File: config.mk
export PLATFORM = sky130hd
export DESIGN_NAME = tdm_rec_serializer
export DESIGN_NICKNAME = d
export VERILOG_FILES = /design/src/rtl/tdm_rec_pkg.sv /design/src/rtl/tdm_rec_ctrl.sv /design/src/rtl/tdm_rec_dp.sv /design/src/rtl/tdm_rec_serializer.sv
export SDC_FILE = /design/constraint.sdc
export NUM_CORES = 1
export LEC_CHECK = 0
export BUFFER_PORTS_ARGS = -buffer_cell sky130_fd_sc_hd__clkbuf_2
export CAP_MARGIN = 10
export CORE_ASPECT_RATIO = 0.5
export CORE_MARGIN = 1.5
export CORE_UTILIZATION = 25
export DETAILED_ROUTE_END_ITERATION = 10
export GPL_TIMING_DRIVEN = 0
export SLEW_MARGIN = 10
export SYNTH_ARGS = -nofsm -noshare
export SYNTH_HDL_FRONTEND = slang
export SYNTH_SLANG_ARGS = --single-unit
export TNS_END_PERCENT = 30
File: constraint.sdc
create_clock -name clk -period 20.2 [get_ports clk]
set_input_delay 2.02 -clock clk [delete_from_list [all_inputs] [get_ports clk]]
set_output_delay 2.02 -clock clk [all_outputs]
set_load 0.1 [all_outputs]
File: src/rtl/tdm_rec_pkg.sv
`timescale 1ns/1ps
package tdm_rec_pkg;

  localparam int unsigned CH_W = 6;

  localparam int unsigned FRAME_FOUR  = 256;
  localparam int unsigned FRAME_FIVE  = 320;
  localparam int unsigned FRAME_WIDE  = 384;
  localparam int unsigned FRAME_SHORT = 64;
  localparam int unsigned FRAME_PACK  = 128;

  typedef struct packed {
    logic            latch;
    logic            tick;
    logic            loadWord;
    logic            emitBit;
    logic            syncVal;
    logic [CH_W-1:0] chSel;
  } ctrl_strb_t;

  function automatic int unsigned frameLenOf(input logic [2:0] rate, input logic eightBit);
    case (rate)
      3'd0:    return FRAME_FOUR;
      3'd1:    return FRAME_FIVE;
      3'd2:    return FRAME_WIDE;
      3'd3:    return FRAME_SHORT;
      3'd4:    return eightBit ? FRAME_PACK : FRAME_FOUR;
      default: return FRAME_FOUR;
    endcase
  endfunction

  function automatic int unsigned wordLenOf(input logic [1:0] sel);
    case (sel)
      2'd1:    return 8;
      2'd2:    return 24;
      default: return 16;
    endcase
  endfunction

endpackage

File: src/rtl/tdm_rec_ctrl.sv
`timescale 1ns/1ps
module tdm_rec_ctrl
  import tdm_rec_pkg::*;
#(
  parameter int unsigned NUM_PRI   = 16,
  parameter int unsigned NUM_AUX   = 4,
  parameter int unsigned CLK_DIV   = 2,
  parameter int unsigned MAX_FRAME = 384
) (
  input  logic       clk,
  input  logic       rstN,
  input  logic       sampleStb,
  input  logic       dspMode,
  input  logic       auxOrder,
  input  logic       auxEn,
  input  logic [1:0] wordSel,
  input  logic [2:0] rateSel,
  output ctrl_strb_t strb
);

  localparam int unsigned NUM_CH   = NUM_PRI + NUM_AUX;
  localparam int unsigned IDX_W    = $clog2(MAX_FRAME + 1);
  localparam int unsigned DIV_W    = $clog2(CLK_DIV + 1);
  localparam int unsigned SLOT_W   = $clog2(NUM_CH + 1);
  localparam int unsigned GRP      = NUM_PRI / NUM_AUX;
  localparam int unsigned HALF_PRI = NUM_PRI / 2;
  localparam int unsigned HALF_AUX = NUM_AUX / 2;

  logic              active;
  logic [DIV_W-1:0]  divCnt;
  logic [IDX_W-1:0]  bitIdx;
  logic [SLOT_W-1:0] slotCnt;
  logic [4:0]        bitInWord;
  logic              phase;
  logic              slotValid;
  logic              cDsp, cOrd, cAux;
  logic [1:0]        cWsel;
  logic [2:0]        cRate;

  logic [IDX_W-1:0]  frameLen, halfLen;
  logic [SLOT_W-1:0] slotsPerPhase;
  logic [4:0]        wordLen;
  logic              tick, phStart, nextPhase, lastBit, lastSlot;

  function automatic logic [CH_W-1:0] mapChan(input int ph, input int slot,
                                               input logic dsp, input logic ord, input logic aux);
    int pos;
    int ch;
    if (!aux) begin
      ch = dsp ? slot : ph * int'(HALF_PRI) + slot;
    end else if (!ord) begin
      if (dsp)                      ch = slot;
      else if (slot < int'(HALF_PRI)) ch = ph * int'(HALF_PRI) + slot;
      else ch = int'(NUM_PRI) + ph * int'(HALF_AUX) + slot - int'(HALF_PRI);
    end else begin
      pos = dsp ? slot : ph * int'(HALF_PRI + HALF_AUX) + slot;
      if (pos % int'(GRP + 1) == int'(GRP)) ch = int'(NUM_PRI) + pos / int'(GRP + 1);
      else ch = (pos / int'(GRP + 1)) * int'(GRP) + pos % int'(GRP + 1);
    end
    return CH_W'(ch);
  endfunction

  always_comb begin
    frameLen      = IDX_W'(frameLenOf(cRate, cWsel == 2'd1));
    halfLen       = frameLen >> 1;
    wordLen       = 5'(wordLenOf(cWsel));
    slotsPerPhase = cAux ? SLOT_W'(NUM_CH) : SLOT_W'(NUM_PRI);
    if (!cDsp) slotsPerPhase = slotsPerPhase >> 1;
    tick      = active && (divCnt == '0);
    nextPhase = (bitIdx != '0);
    phStart   = tick && ((bitIdx == '0) || (!cDsp && bitIdx == halfLen));
    lastBit   = (bitInWord == wordLen - 5'd1);
    lastSlot  = (slotCnt == slotsPerPhase - 1'b1);

    strb.latch    = sampleStb && !active;
    strb.tick     = tick;
    strb.syncVal  = cDsp ? (bitIdx == '0) : (bitIdx >= halfLen);
    strb.emitBit  = tick && !phStart && slotValid;
    strb.loadWord = phStart || (strb.emitBit && lastBit && !lastSlot);
    strb.chSel    = mapChan(phStart ? int'(nextPhase) : int'(phase),
                            phStart ? 0 : int'(slotCnt) + 1, cDsp, cOrd, cAux);
  end

  always_ff @(posedge clk or negedge rstN) begin
    if (!rstN) begin
      active    <= 1'b0;
      divCnt    <= '0;
      bitIdx    <= '0;
      slotCnt   <= '0;
      bitInWord <= '0;
      phase     <= 1'b0;
      slotValid <= 1'b0;
      cDsp      <= 1'b0;
      cOrd      <= 1'b0;
      cAux      <= 1'b0;
      cWsel     <= '0;
      cRate     <= '0;
    end else if (strb.latch) begin
      active    <= 1'b1;
      divCnt    <= '0;
      bitIdx    <= '0;
      slotValid <= 1'b0;
      cDsp      <= dspMode;
      cOrd      <= auxOrder;
      cAux      <= auxEn;
      cWsel     <= wordSel;
      cRate     <= rateSel;
    end else if (active) begin
      divCnt <= (divCnt == DIV_W'(CLK_DIV - 1)) ? '0 : divCnt + 1'b1;
      if (tick) begin
        bitIdx <= bitIdx + 1'b1;
        if (bitIdx == frameLen - 1'b1) active <= 1'b0;
        if (phStart) begin
          phase     <= nextPhase;
          slotCnt   <= '0;
          bitInWord <= '0;
          slotValid <= 1'b1;
        end else if (slotValid) begin
          if (lastBit) begin
            bitInWord <= '0;
            if (lastSlot) slotValid <= 1'b0;
            else          slotCnt   <= slotCnt + 1'b1;
          end else begin
            bitInWord <= bitInWord + 1'b1;
          end
        end
      end
    end
  end


  frame_bound_chk: assert property (@(posedge clk) disable iff (!rstN)
    active |-> (bitIdx < frameLen));


  cfg_hold_chk: assert property (@(posedge clk) disable iff (!rstN)
    (active && sampleStb) |=> $stable({cDsp, cOrd, cAux, cWsel, cRate}));


  chan_range_chk: assert property (@(posedge clk) disable iff (!rstN)
    strb.loadWord |-> (strb.chSel < CH_W'(NUM_CH)));


  tick_gap_chk: assert property (@(posedge clk) disable iff (!rstN)
    (tick && (CLK_DIV > 1)) |=> !tick);

endmodule

File: src/rtl/tdm_rec_dp.sv
`timescale 1ns/1ps
module tdm_rec_dp
  import tdm_rec_pkg::*;
#(
  parameter int unsigned NUM_PRI = 16,
  parameter int unsigned NUM_AUX = 4,
  parameter int unsigned SMP_W   = 24
) (
  input  logic                       clk,
  input  logic                       rstN,
  input  ctrl_strb_t                 strb,
  input  logic [NUM_PRI*SMP_W-1:0]   priBank,
  input  logic [NUM_AUX*SMP_W-1:0]   auxBank,
  output logic                       sData,
  output logic                       fSync,
  output logic                       bitClkEn
);

  localparam int unsigned NUM_CH = NUM_PRI + NUM_AUX;
  localparam int unsigned CIDX   = $clog2(NUM_CH);

  logic [SMP_W-1:0] chanReg [NUM_CH];
  logic [SMP_W-1:0] shReg;
  logic [SMP_W-1:0] nextWord;

  for (genvar g = 0; g < NUM_CH; g++) begin : g_bank
    always_ff @(posedge clk or negedge rstN) begin
      if (!rstN) chanReg[g] <= '0;
      else if (strb.latch) begin
        if (g < NUM_PRI) chanReg[g] <= priBank[(g % NUM_PRI)*SMP_W +: SMP_W];
        else             chanReg[g] <= auxBank[((g - NUM_PRI) % NUM_AUX)*SMP_W +: SMP_W];
      end
    end
  end

  always_comb begin
    nextWord = '0;
    if (strb.chSel < CH_W'(NUM_CH)) nextWord = chanReg[strb.chSel[CIDX-1:0]];
  end

  always_ff @(posedge clk or negedge rstN) begin
    if (!rstN) begin
      shReg    <= '0;
      sData    <= 1'b0;
      fSync    <= 1'b0;
      bitClkEn <= 1'b0;
    end else begin
      bitClkEn <= strb.tick;
      if (strb.loadWord)     shReg <= nextWord;
      else if (strb.emitBit) shReg <= shReg << 1;
      if (strb.tick) begin
        sData <= strb.emitBit & shReg[SMP_W-1];
        fSync <= strb.syncVal;
      end
    end
  end


  hold_chk: assert property (@(posedge clk) disable iff (!rstN)
    !strb.tick |=> ($stable(sData) && $stable(fSync)));


  en_follow_chk: assert property (@(posedge clk) disable iff (!rstN)
    strb.tick |=> bitClkEn);


  zero_fill_chk: assert property (@(posedge clk) disable iff (!rstN)
    (strb.tick && !strb.emitBit) |=> !sData);

endmodule

File: src/rtl/tdm_rec_serializer.sv
`timescale 1ns/1ps
module tdm_rec_serializer
  import tdm_rec_pkg::*;
#(
  parameter int unsigned NUM_PRI   = 16,
  parameter int unsigned NUM_AUX   = 4,
  parameter int unsigned SMP_W     = 24,
  parameter int unsigned CLK_DIV   = 2,
  parameter int unsigned MAX_FRAME = 384
) (
  input  logic                     clk,
  input  logic                     rstN,
  input  logic                     sampleStb,
  input  logic [NUM_PRI*SMP_W-1:0] priBank,
  input  logic [NUM_AUX*SMP_W-1:0] auxBank,
  input  logic                     dspMode,
  input  logic                     auxOrder,
  input  logic                     auxEn,
  input  logic [1:0]               wordSel,
  input  logic [2:0]               rateSel,
  output logic                     sData,
  output logic                     fSync,
  output logic                     bitClkEn
);

  ctrl_strb_t strb;

  tdm_rec_ctrl #(
    .NUM_PRI(NUM_PRI), .NUM_AUX(NUM_AUX), .CLK_DIV(CLK_DIV), .MAX_FRAME(MAX_FRAME)
  ) uCtrl (
    .clk(clk), .rstN(rstN), .sampleStb(sampleStb), .dspMode(dspMode),
    .auxOrder(auxOrder), .auxEn(auxEn), .wordSel(wordSel), .rateSel(rateSel),
    .strb(strb)
  );

  tdm_rec_dp #(
    .NUM_PRI(NUM_PRI), .NUM_AUX(NUM_AUX), .SMP_W(SMP_W)
  ) uDp (
    .clk(clk), .rstN(rstN), .strb(strb), .priBank(priBank), .auxBank(auxBank),
    .sData(sData), .fSync(fSync), .bitClkEn(bitClkEn)
  );

endmodule

==> results.ini, run 1 <==
[power]
share_comb_of_total_power_pct = 28.7
power.net_switching_mw = 1.15
clkPwrFrac_pct = 31.5
cellPowerDensity_mw_per_mm2 = 95.6
p_leak_nw = 19.1
power.ir.vdd_worst_mv = 0.0782
internal_power_mw = 2.21
sequentialPowerShare_pct = 39.8
power_switching_share_pct = 34.2

[sta]
timing.final.crit_share_pct = 74.6
timing_hold_violations_final = 0
period_minus_slack_ns = 15.06
totalNegativeSetupSlack_ns = 0
transition_at_the_pin_with_the_smallest_max_transition_slack_ns = 1.25
hold_ws_ns = 0.471
grt_setup_unrepaired = no
timing.final.setup_violations = 0
fmax_mhz = 66.4
relSlewSlack_pct = 16.7
fin_skew_ns = 0.0189
slew_violations = 0

[global_route]
grt_max_degree = 102
first_global_vias = 26339
grt_util_all_layers_pct = 18.8
globalRouteOverflowTotal = 0
grt_pass1_wl_um = 165000
antenna_violations_before_repair = 29

[setup_path]
timing.critical_path.required_ns = 20.74
crit_type = flop to flop
most_frequent_cp_cell = ha_1
crit-reg2reg-launch = uCtrl.cWsel[1]
setup.worst_path.start_class = flop
slowest_delay_ns = 0.69
arrival_ns = 15.60
r2r_setup_slack_ns = 5.14
worstPathMaxFanout = 10
rr_worst_depth = 60
endpoint_kind = flop
regToRegEndpoint = uDp.shReg[6]
cpMaxStageDelayCell = o2111ai_1

[detailed_routing]
routed-via-count = 26205
drt_via_density = 4.81
count_of_unresolved_drc_violations_after_routing = 0
postRouteAntennaNets = 0
dr.pass1.iters = 8
routed_wire_length_per_instance_um = 20.9
finalWirelength_um = 114000
drt-initial-drc-count = 2192

[synthesis]
synth-simple-area-share_pct = 25.4
synthesis.area_per_instance_um2 = 8.65
ys_top_cells_by_count = nand2_1, dfrtp_1, mux2i_1, clkbuf_1, nor2_1
yosysTopAreaCellShare_pct = 47.1
synth_compound_gate_area_share_pct = 8.04
sequential_fraction_of_the_synthesis_area_pct = 47.1
synth_area_mm2 = 0.0286
synth_fa_ha_area_share_pct = 1.38
synth_ff_type = dfrtp_1
synth-edff-count = 0
ys.warnings.count = 0
synthArstFlopShare_pct = 100
syn_nets = 3833
combinational_family_with_the_most_area_after_synthesis = simple AND/OR/NAND/NOR gates
synth_largest_area_cell = dfrtp_1
postSynthRegisterBits = 539
muxShareOfSynthArea_pct = 12.8
xor_and_xnor_fraction_of_the_mapped_netlist_area_pct = 1.13
synthCells = 3311
netlist-cell-type-count = 98
yosysMostFrequentCell = nand2_1
synth.top_cells.by_area = dfrtp_1, nand2_1, mux2i_1

[floorplan]
die_height_um = 242
num_io_pins = 494
standard_cell_rows = 87
floorplan.die_area_mm2 = 0.117
floorplan.die.width_um = 482
floorplan.initialDensity_pct = 25.3
core_area_mm2 = 0.113

[clock_tree]
post_cts.resized_instances = 0
cts_buffer_depth = 3
clk-insertion-delay-late_ns = 0.63
hold_buffers = 0
cts_post_setup_buffers_inserted = 0
clock_tree_from_tritoncts = yes
ctsHtreeMaxLevel = 2
cts_buffers = 57
path_clk_slew_ns = 0.06
clock_sink_count = 539
cts_root_buffer = clkbuf_16

[placed_design]
hpwl_um = 91100
numPortBuffers = 493
place_inst = 5323
finalWeightedCongestion = 0.934

[worst_hold_path]
timing.hold.worst_endpoint = uDp.chanReg[125]
timing.hold.worst.class = flop to flop
whs_path_depth = 2
min-delay-start = uDp.chanReg[125]

[cells_and_area]
drive_gt1_share_pct = 18.5
synthToLayoutAreaGrowth_pct = 22.5
layoutNonFillerInstCount = 5446
layout_filler_cell_count = 11853
finish.net_count = 4391

[run_status]
status = completed

[job]
max_cap_violations = 0

how the worst max path moves through the flow:
stage,from,endpoint,cells after the start
finish,uCtrl.cWsel[1],uDp.shReg[6],60
global route,uCtrl.cWsel[1],uDp.shReg[6],60
CTS,uCtrl.cWsel[1],uDp.shReg[6],60
detailed placement,uCtrl.cWsel[1],uDp.shReg[6],60
global placement,rstN,uDp.chanReg[346],1
floorplan,uCtrl.cWsel[1],uDp.shReg[2],62
metal layers:
metal  part of all wire (%)  track usage [%]  vias up
met5                  0.046                0        -
met4                    5.6             10.6        8
met3                    4.6             2.10      234
met2                     50             32.8      792
met1                     40             22.4    13067
li1                       -                -    12104
cells by family after synthesis:
kind of cell / after synthesis
DFF: 539
buffers and inverters: 236
muxes: 365
adders and majority gates: 31
AOI/OAI and AO/OA: 278
and+or+nand+nor: 1825
xor gates and xnor gates: 37
cell usage in the layout (no fill, tap or decap), types with 6 or more instances in the layout:
master / count
a31oi_1: 13
clkinv_2: 13
o21ai_0: 31
buf_16: 6
a221oi_1: 25
nand4_1: 10
a211o_1: 6
clkbuf_2: 493
buf_4: 14
buf_6: 24
buf_1: 7
nand2_1: 1584
o211ai_1: 9
clkbuf_8: 10
or3_1: 6
inv_1: 31
dfrtp_1: 539
and3_1: 60
nor2_1: 77
clkbuf_16: 57
mux2_2: 11
o31ai_1: 7
xor2_1: 14
mux2i_1: 351
nor3_1: 19
diode_2: 24
a21o_1: 14
a32oi_1: 23
xnor2_1: 23
nand3_1: 23
nand2b_1: 7
a21oi_1: 40
clkbuf_1: 137
a221oi_2: 20
ha_1: 30
and2_1: 9
buf_2: 25
a211oi_1: 9
flip-flops by register name, indices dropped and copies added, names as in the netlist, 2 cells and up:
register / flops
uCtrl.cWsel: 2
uDp.chanReg: 480
uCtrl.slotCnt: 5
uCtrl.bitIdx: 9
uDp.shReg: 24
uCtrl.cRate: 3
uCtrl.bitInWord: 5
uCtrl.divCnt: 2
area by class of cell:
cell class	count	area, µm²	area share, %
multi-input combinational	2536	14000	39.9
clock inverter	23	249	0.710
inverter	37	151	0.432
buffer	199	1020	2.90
tap	1513	1890	5.40
clock buffer	76	1590	4.53
timing repair buffer	499	2640	7.53
antenna	24	60.1	0.171
sequential	539	13500	38.5
critical path, delay by kind of cell, from the launching register on:
family / cells / cell delay (ns)
fa+ha+maj: 9 / 2.22
flops: 1 / 0.39
mux: 2 / 0.41
xor+xnor: 4 / 0.93
compound gates: 19 / 6.23
buf+inv: 12 / 2.02
simple gates: 14 / 2.82
power groups by stage:
stage	clock [mW]	sequential, mW	combinational [mW]
finish	1.06	1.33	0.962
global route	1.11	1.35	1.03
CTS	1.07	1.33	0.956
detailed placement	0	1.35	0.952
global placement	0	1.34	0.934
floorplan	0	1.33	0.609
per-stage QoR:
step / instance area, µm² / setup slack [ns] / util [%] / power (mW)
2_1_floorplan: 28600 / 8.45 / - / 1.94
3_3_place_gp: 33000 / 4.67 / 29.2 / 2.28
3_5_place_dp: 33200 / 5.49 / 29.3 / 2.30
4_1_cts: 35000 / 5.38 / 31.0 / 3.35
5_1_grt: 35100 / 4.14 / 31.0 / 3.49
6_report: 35100 / 5.14 / 31.0 / 3.35
Power figures use the tool's default switching activity.
==> run 2: changes to the inputs <==
==> constraint.sdc (replaced) <==
create_clock -name clk -period 13.9 [get_ports clk]
set_input_delay 1.39 -clock clk [delete_from_list [all_inputs] [get_ports clk]]
set_output_delay 1.39 -clock clk [all_outputs]
set_load 0.1 [all_outputs]
==> results.ini, run 2 (synthesis results as in run 1) <==
[detailed_routing]
postRouteAntennaNets = 0  ; unchanged
drt_via_density = 4.81  ; about the same
finalWirelength_um = 114000  ; about the same
dr.pass1.iters = 6  ; was 8
drt-initial-drc-count = 2235  ; was 2,192
routed-via-count = 26203  ; was 26,205
routed_wire_length_per_instance_um = 21.0  ; was 20.9 µm
count_of_unresolved_drc_violations_after_routing = 0  ; unchanged

[sta]
timing.final.setup_violations = 0  ; unchanged
transition_at_the_pin_with_the_smallest_max_transition_slack_ns = 1.23  ; was 1.25 ns
fmax_mhz = 75.4  ; was 66.4 MHz
hold_ws_ns = 0.471  ; about the same
period_minus_slack_ns = 13.27  ; was 15.06 ns
relSlewSlack_pct = 18.2  ; was 16.7%
timing_hold_violations_final = 0  ; unchanged
timing.final.crit_share_pct = 95.5  ; was 74.6%
fin_skew_ns = 0.0197  ; was 0.0189 ns
slew_violations = 0  ; unchanged

[clock_tree]
path_clk_slew_ns = 0.06  ; about the same
clk-insertion-delay-late_ns = 0.63  ; about the same
hold_buffers = 0  ; unchanged
clock_sink_count = 539  ; unchanged
cts_buffers = 57  ; unchanged
cts_root_buffer = clkbuf_16  ; unchanged
clock_tree_from_tritoncts = yes  ; unchanged
ctsHtreeMaxLevel = 2  ; unchanged
cts_buffer_depth = 3  ; unchanged

[global_route]
grt_max_degree = 102  ; unchanged
grtUsageMet2_pct = 32.7  ; was 32.8%
grt_use_met3_pct = 2.09  ; was 2.10%
first_global_vias = 26366  ; was 26,339
grt_pass1_wl_um = 165000  ; about the same
grt_util_all_layers_pct = 18.8  ; about the same
antenna_violations_before_repair = 28  ; was 29
globalRouteOverflowTotal = 0  ; unchanged
grt_busiest_layer = met2  ; unchanged
global_route_track_usage_on_met1_pct = 22.4  ; about the same

[setup_path]
crit-reg2reg-launch = uCtrl.cWsel[1]  ; unchanged
most_frequent_cp_cell = ha_1  ; unchanged
crit_type = flop to flop  ; unchanged
setup.worst_path.start_class = flop  ; unchanged
arrival_ns = 13.74  ; was 15.60 ns
worstSetupStartpoint = uCtrl.cWsel[1]  ; unchanged
timing.critical_path.required_ns = 14.37  ; was 20.74 ns
slowest_delay_ns = 0.53  ; was 0.69 ns
endpoint_kind = flop  ; unchanged
rr_worst_depth = 56  ; was 60
cpMaxStageDelayCell = mux2i_1  ; was o2111ai_1
worstPathMaxFanout = 10  ; unchanged

[cells_and_area]
multi_input_comb_area_mm2 = 0.0142  ; was 0.0140 mm²
layout_filler_cell_count = 11848  ; was 11,853
drive_gt1_share_pct = 19.1  ; was 18.5%
reg.largest.list = uDp.chanReg x480, uDp.shReg x24, uCtrl.bitIdx x9  ; unchanged
synthToLayoutAreaGrowth_pct = 23.3  ; was 22.5%
most-common-layout-cells = nand2_1, dfrtp_1, clkbuf_2, mux2i_1, clkbuf_1  ; unchanged
finish.net_count = 4396  ; was 4,391
mostFrequentLayoutCell = nand2_1  ; unchanged
largest_reg_flops = 480  ; unchanged
register_area_mm2 = 0.0135  ; unchanged
regMostFlops = uDp.chanReg  ; unchanged
design_area_mm2 = 0.0353  ; was 0.0351 mm²
layout.core_utilization_pct = 31.2  ; was 31.0%

[floorplan]
floorplan.die_area_mm2 = 0.117  ; unchanged
core_area_mm2 = 0.113  ; unchanged
die_height_um = 242  ; unchanged
standard_cell_rows = 87  ; unchanged
floorplan.die.width_um = 482  ; unchanged
num_io_pins = 494  ; unchanged
floorplan.initialDensity_pct = 25.3  ; unchanged

[placed_design]
hpwl_um = 91100  ; unchanged
dpl-instance-area_mm2 = 0.0332  ; unchanged
numPortBuffers = 493  ; unchanged
finalWeightedCongestion = 0.934  ; unchanged

[power]
cellPowerDensity_mw_per_mm2 = 138  ; was 95.6 mW/mm²
power.ir.vdd_worst_mv = 0.114  ; was 0.0782 mV
p_leak_nw = 19.2  ; was 19.1 nW

[worst_hold_path]
whs_path_depth = 2  ; unchanged
min-delay-start = uDp.chanReg[125]  ; unchanged
timing.hold.worst.class = flop to flop  ; unchanged

[job]
max_cap_violations = 0  ; unchanged

[run_status]
status = completed  ; unchanged

-- run 2: final timing paths --
check	endpoint	slack (ns)
min in group asynchronous	uDp.chanReg[41]	0.75
worst max-delay path	uDp.shReg[18]	0.63
max in group asynchronous	uDp.chanReg[399]	11.51
worst max register to register	uDp.shReg[18]	0.63
worst min register to register	uDp.chanReg[125]	0.47
worst min-delay path	uDp.chanReg[125]	0.47
-- run 2: power breakdown --
| part | switching (mW) | internal [mW] |
|---|---|---|
| clock | 0.666 | 0.873 |
| sequential | 0.149 | 1.79 |
| combinational | 0.865 | 0.551 |
| total | 1.68 | 3.21 |
-- run 2: what timing repair did --
item	CTS	global route
cloned	0	0
pin swaps	1	5
setup buffers	1	5
gates resized for setup	13	19
setup endpoints to repair	24	24
-- run 2: worst max-delay path: cells and delay by family, from the launching register on --
kind	cells	cell delay, ns
mux	4	1.21
fa+ha+maj	8	1.88
compound gates	16	4.05
flops	1	0.39
simple gates	11	2.47
xor+xnor	3	0.57
buf+inv	14	2.50
-- run 2: cell type report --
cell class	count	area share, %
repair buffers	505	7.61
well taps	1513	5.36
clock inverters	23	0.705
flip-flops and latches	539	38.2
plain buffers	198	2.89
multi-input cells	2536	40.1
diodes	25	0.177
clock buffers	76	4.50
inverters	37	0.429
-- run 2: layer usage --
metal / part of all wire (%) / up-vias / routed length, µm
met4: 5.4 / 4 / 6180
met2: 51 / 776 / 58000
met1: 40 / 13093 / 45200
li1: - / 12109 / -
met3: 4.3 / 221 / 4900
met5: 0.024 / - / 27
-- run 2: per-stage QoR --
stage          instances  total power [mW]   TNS (ns)  worst slack (ns)
2_1_floorplan       3311              2.81          0              2.15
3_3_place_gp        5317              3.31    -518.59            -0.997
3_5_place_dp        5323              3.34     -14.13            -0.815
4_1_cts             5423              4.87  -0.000553         -0.000553
5_1_grt             5450              5.08     -0.100           -0.0229
6_report            5452              4.89          0             0.629
==> run 3: changes to the inputs <==
--- a/config.mk
+++ b/config.mk
@@ -5,12 +5,12 @@
 export SDC_FILE = /design/constraint.sdc
 export NUM_CORES = 1
 export LEC_CHECK = 0
-export BUFFER_PORTS_ARGS = -buffer_cell sky130_fd_sc_hd__clkbuf_2
 export CAP_MARGIN = 10
 export CORE_ASPECT_RATIO = 0.5
 export CORE_MARGIN = 1.5
 export CORE_UTILIZATION = 25
 export DETAILED_ROUTE_END_ITERATION = 10
+export DONT_BUFFER_PORTS = 1
 export GPL_TIMING_DRIVEN = 0
 export SLEW_MARGIN = 10
 export SYNTH_ARGS = -nofsm -noshare
==> results.ini, run 3 (synthesis results as in run 1) <==
[detailed_routing]
routed-via-count = 24482  ; was 26,203
routed_wire_length_per_instance_um = 22.5  ; was 21.0 µm
postRouteAntennaNets = 0  ; unchanged
dr.pass1.iters = 6  ; unchanged
drt-initial-drc-count = 2199  ; was 2,235
finalWirelength_um = 112000  ; was 114,000 µm
drt_via_density = 4.91  ; was 4.81
count_of_unresolved_drc_violations_after_routing = 0  ; unchanged

[floorplan]
floorplan.die_area_mm2 = 0.117  ; unchanged
standard_cell_rows = 87  ; unchanged
floorplan.die.width_um = 482  ; unchanged
floorplan.initialDensity_pct = 25.3  ; unchanged
num_io_pins = 494  ; unchanged
die_height_um = 242  ; unchanged
core_area_mm2 = 0.113  ; unchanged

[sta]
fmax_mhz = 76.7  ; was 75.4 MHz
relSlewSlack_pct = -7.11  ; was 18.2%
timing.final.setup_violations = 0  ; unchanged
fin_skew_ns = 0.0303  ; was 0.0197 ns
timing_hold_violations_final = 0  ; unchanged
slew_violations = 122  ; was 0
period_minus_slack_ns = 13.04  ; was 13.27 ns
hold_ws_ns = 0.471  ; about the same
totalNegativeSetupSlack_ns = 0  ; unchanged
timing.final.crit_share_pct = 93.8  ; was 95.5%
transition_at_the_pin_with_the_smallest_max_transition_slack_ns = 1.61  ; was 1.23 ns

[clock_tree]
hold_buffers = 0  ; unchanged
cts_buffers = 57  ; unchanged
clock_sink_count = 539  ; unchanged
clk-insertion-delay-late_ns = 0.64  ; was 0.63 ns
cts_buffer_depth = 3  ; unchanged
ctsHtreeMaxLevel = 2  ; unchanged
path_clk_slew_ns = 0.06  ; about the same
clock_tree_from_tritoncts = yes  ; unchanged
cts_root_buffer = clkbuf_16  ; unchanged

[cells_and_area]
synthToLayoutAreaGrowth_pct = 14.7  ; was 23.3%
finish.net_count = 3901  ; was 4,396
drive_gt1_share_pct = 7.45  ; was 19.1%
reg.largest.list = uDp.chanReg x480, uDp.shReg x24, uCtrl.bitIdx x9  ; unchanged
regMostFlops = uDp.chanReg  ; unchanged
largest_reg_flops = 480  ; unchanged
mostFrequentLayoutCell = nand2_1  ; unchanged
most-common-layout-cells = nand2_1, dfrtp_1, mux2i_1, clkbuf_1, nor2_1  ; was nand2_1, dfrtp_1, clkbuf_2, mux2i_1, clkbuf_1
layout_filler_cell_count = 11945  ; was 11,848

[power]
internal_power_mw = 3.20  ; was 3.21 mW
p_leak_nw = 17.1  ; was 19.2 nW
totalPowerFinal_mw = 4.82  ; was 4.89 mW
power.ir.vdd_worst_mv = 0.124  ; was 0.114 mV
power_switching_share_pct = 33.6  ; was 34.3%
cellPowerDensity_mw_per_mm2 = 147  ; was 138 mW/mm²
power.net_switching_mw = 1.62  ; was 1.68 mW
clkPwrFrac_pct = 33.0  ; was 31.5%
share_comb_of_total_power_pct = 26.3  ; was 28.9%
sequentialPowerShare_pct = 40.7  ; was 39.6%

[setup_path]
setup.worst_path.start_class = flop  ; unchanged
crit_type = flop to flop  ; unchanged
rr_worst_depth = 57  ; was 56
cpMaxStageDelayCell = o211ai_2  ; was mux2i_1
arrival_ns = 13.57  ; was 13.74 ns
most_frequent_cp_cell = ha_1  ; unchanged
worstPathMaxFanout = 10  ; unchanged
slowest_delay_ns = 0.42  ; was 0.53 ns
endpoint_kind = flop  ; unchanged
timing.critical_path.required_ns = 14.43  ; was 14.37 ns

[job]
max_cap_violations = 0  ; unchanged

[run_status]
violations_in_the_final_reports = max-slew violations
status = finished with violations  ; was completed

[placed_design]
numPortBuffers = 0  ; was 493
hpwl_um = 87200  ; was 91,100 µm
finalWeightedCongestion = 0.917  ; was 0.934

[global_route]
grt_util_all_layers_pct = 18.5  ; was 18.8%
antenna_violations_before_repair = 65  ; was 28
globalRouteOverflowTotal = 0  ; unchanged
grt_max_degree = 540  ; was 102
grt_pass1_wl_um = 160000  ; was 165,000 µm
first_global_vias = 24244  ; was 26,366

[worst_hold_path]
timing.hold.worst.class = primary input to async pin  ; was flop to flop

run 3: what timing repair did:
action                                  4_1_cts  5_1_grt
gates resized for setup                       7       23
cloned                                        0        0
setup buffers                                 1        9
pin swaps                                     1        6
endpoints found under the setup margin       24       24
run 3: worst max-delay path, delay by kind of cell (launching register included):
family	cells	cell delay, ns
XOR/XNOR	3	0.60
AO/OA/AOI/OAI	16	4.21
multiplexers	4	0.98
flip-flops	1	0.38
adder cells (fa/ha/maj)	9	2.10
AND/OR/NAND/NOR	12	2.38
buffers and inverters	13	2.24
run 3: layer usage:
layer  routed length, µm  GRT usage (%)  part of all wire, %  vias up
met2               56300           31.8                   50      859
met5                 182              0                 0.16        -
met3                6600           3.27                  5.9      266
met1               42600           21.3                   38    12177
met4                6360           11.3                  5.7       32
li1                    -              -                    -    11148
run 3: final cells by class:
type	count	area, µm²	share of cell area (%)
Antenna cell	49	123	0.373
Buffer	198	1020	3.09
Clock buffer	83	1690	5.13
Clock inverter	21	249	0.758
Inverter	37	151	0.461
Multi-Input combinational cell	2536	14200	43.1
Sequential cell	539	13500	41.1
Tap cell	1513	1890	5.77
Timing Repair Buffer	10	75.1	0.229
run 3: path summary, 6_finish.rpt:
kind,startpoint,endpoint,slack (ns)
worst max-delay path,uCtrl.cWsel[1],uDp.shReg[12],0.86
worst min-delay path,rstN,uDp.chanReg[42],0.47
worst max register to register,uCtrl.cWsel[1],uDp.shReg[12],0.86
worst min register to register,uDp.chanReg[127],uDp.chanReg[127],0.47
max in group asynchronous,rstN,uDp.chanReg[338],12.15
min in group clk,uDp.chanReg[127],uDp.chanReg[127],0.47
run 3: through the flow:
step	util, %	std cells	area [µm²]	worst slack (ns)
floorplan	-	3311	28600	2.15
global placement	27.0	4824	30500	-0.598
detailed placement	27.0	4824	30500	-0.636
CTS	28.7	4929	32500	0.00632
global route	29.0	4981	32800	-0.00615
finish	29.0	4986	32800	0.859
run 3: power by group through the flow:
stage	clock (mW)	combinational, mW	sequential [mW]
3_5_place_dp	0	1.24	1.98
4_1_cts	1.61	1.25	1.95
6_report	1.59	1.27	1.96
5_1_grt	1.67	1.36	1.98
3_3_place_gp	0	1.22	1.97
2_1_floorplan	0	0.885	1.93
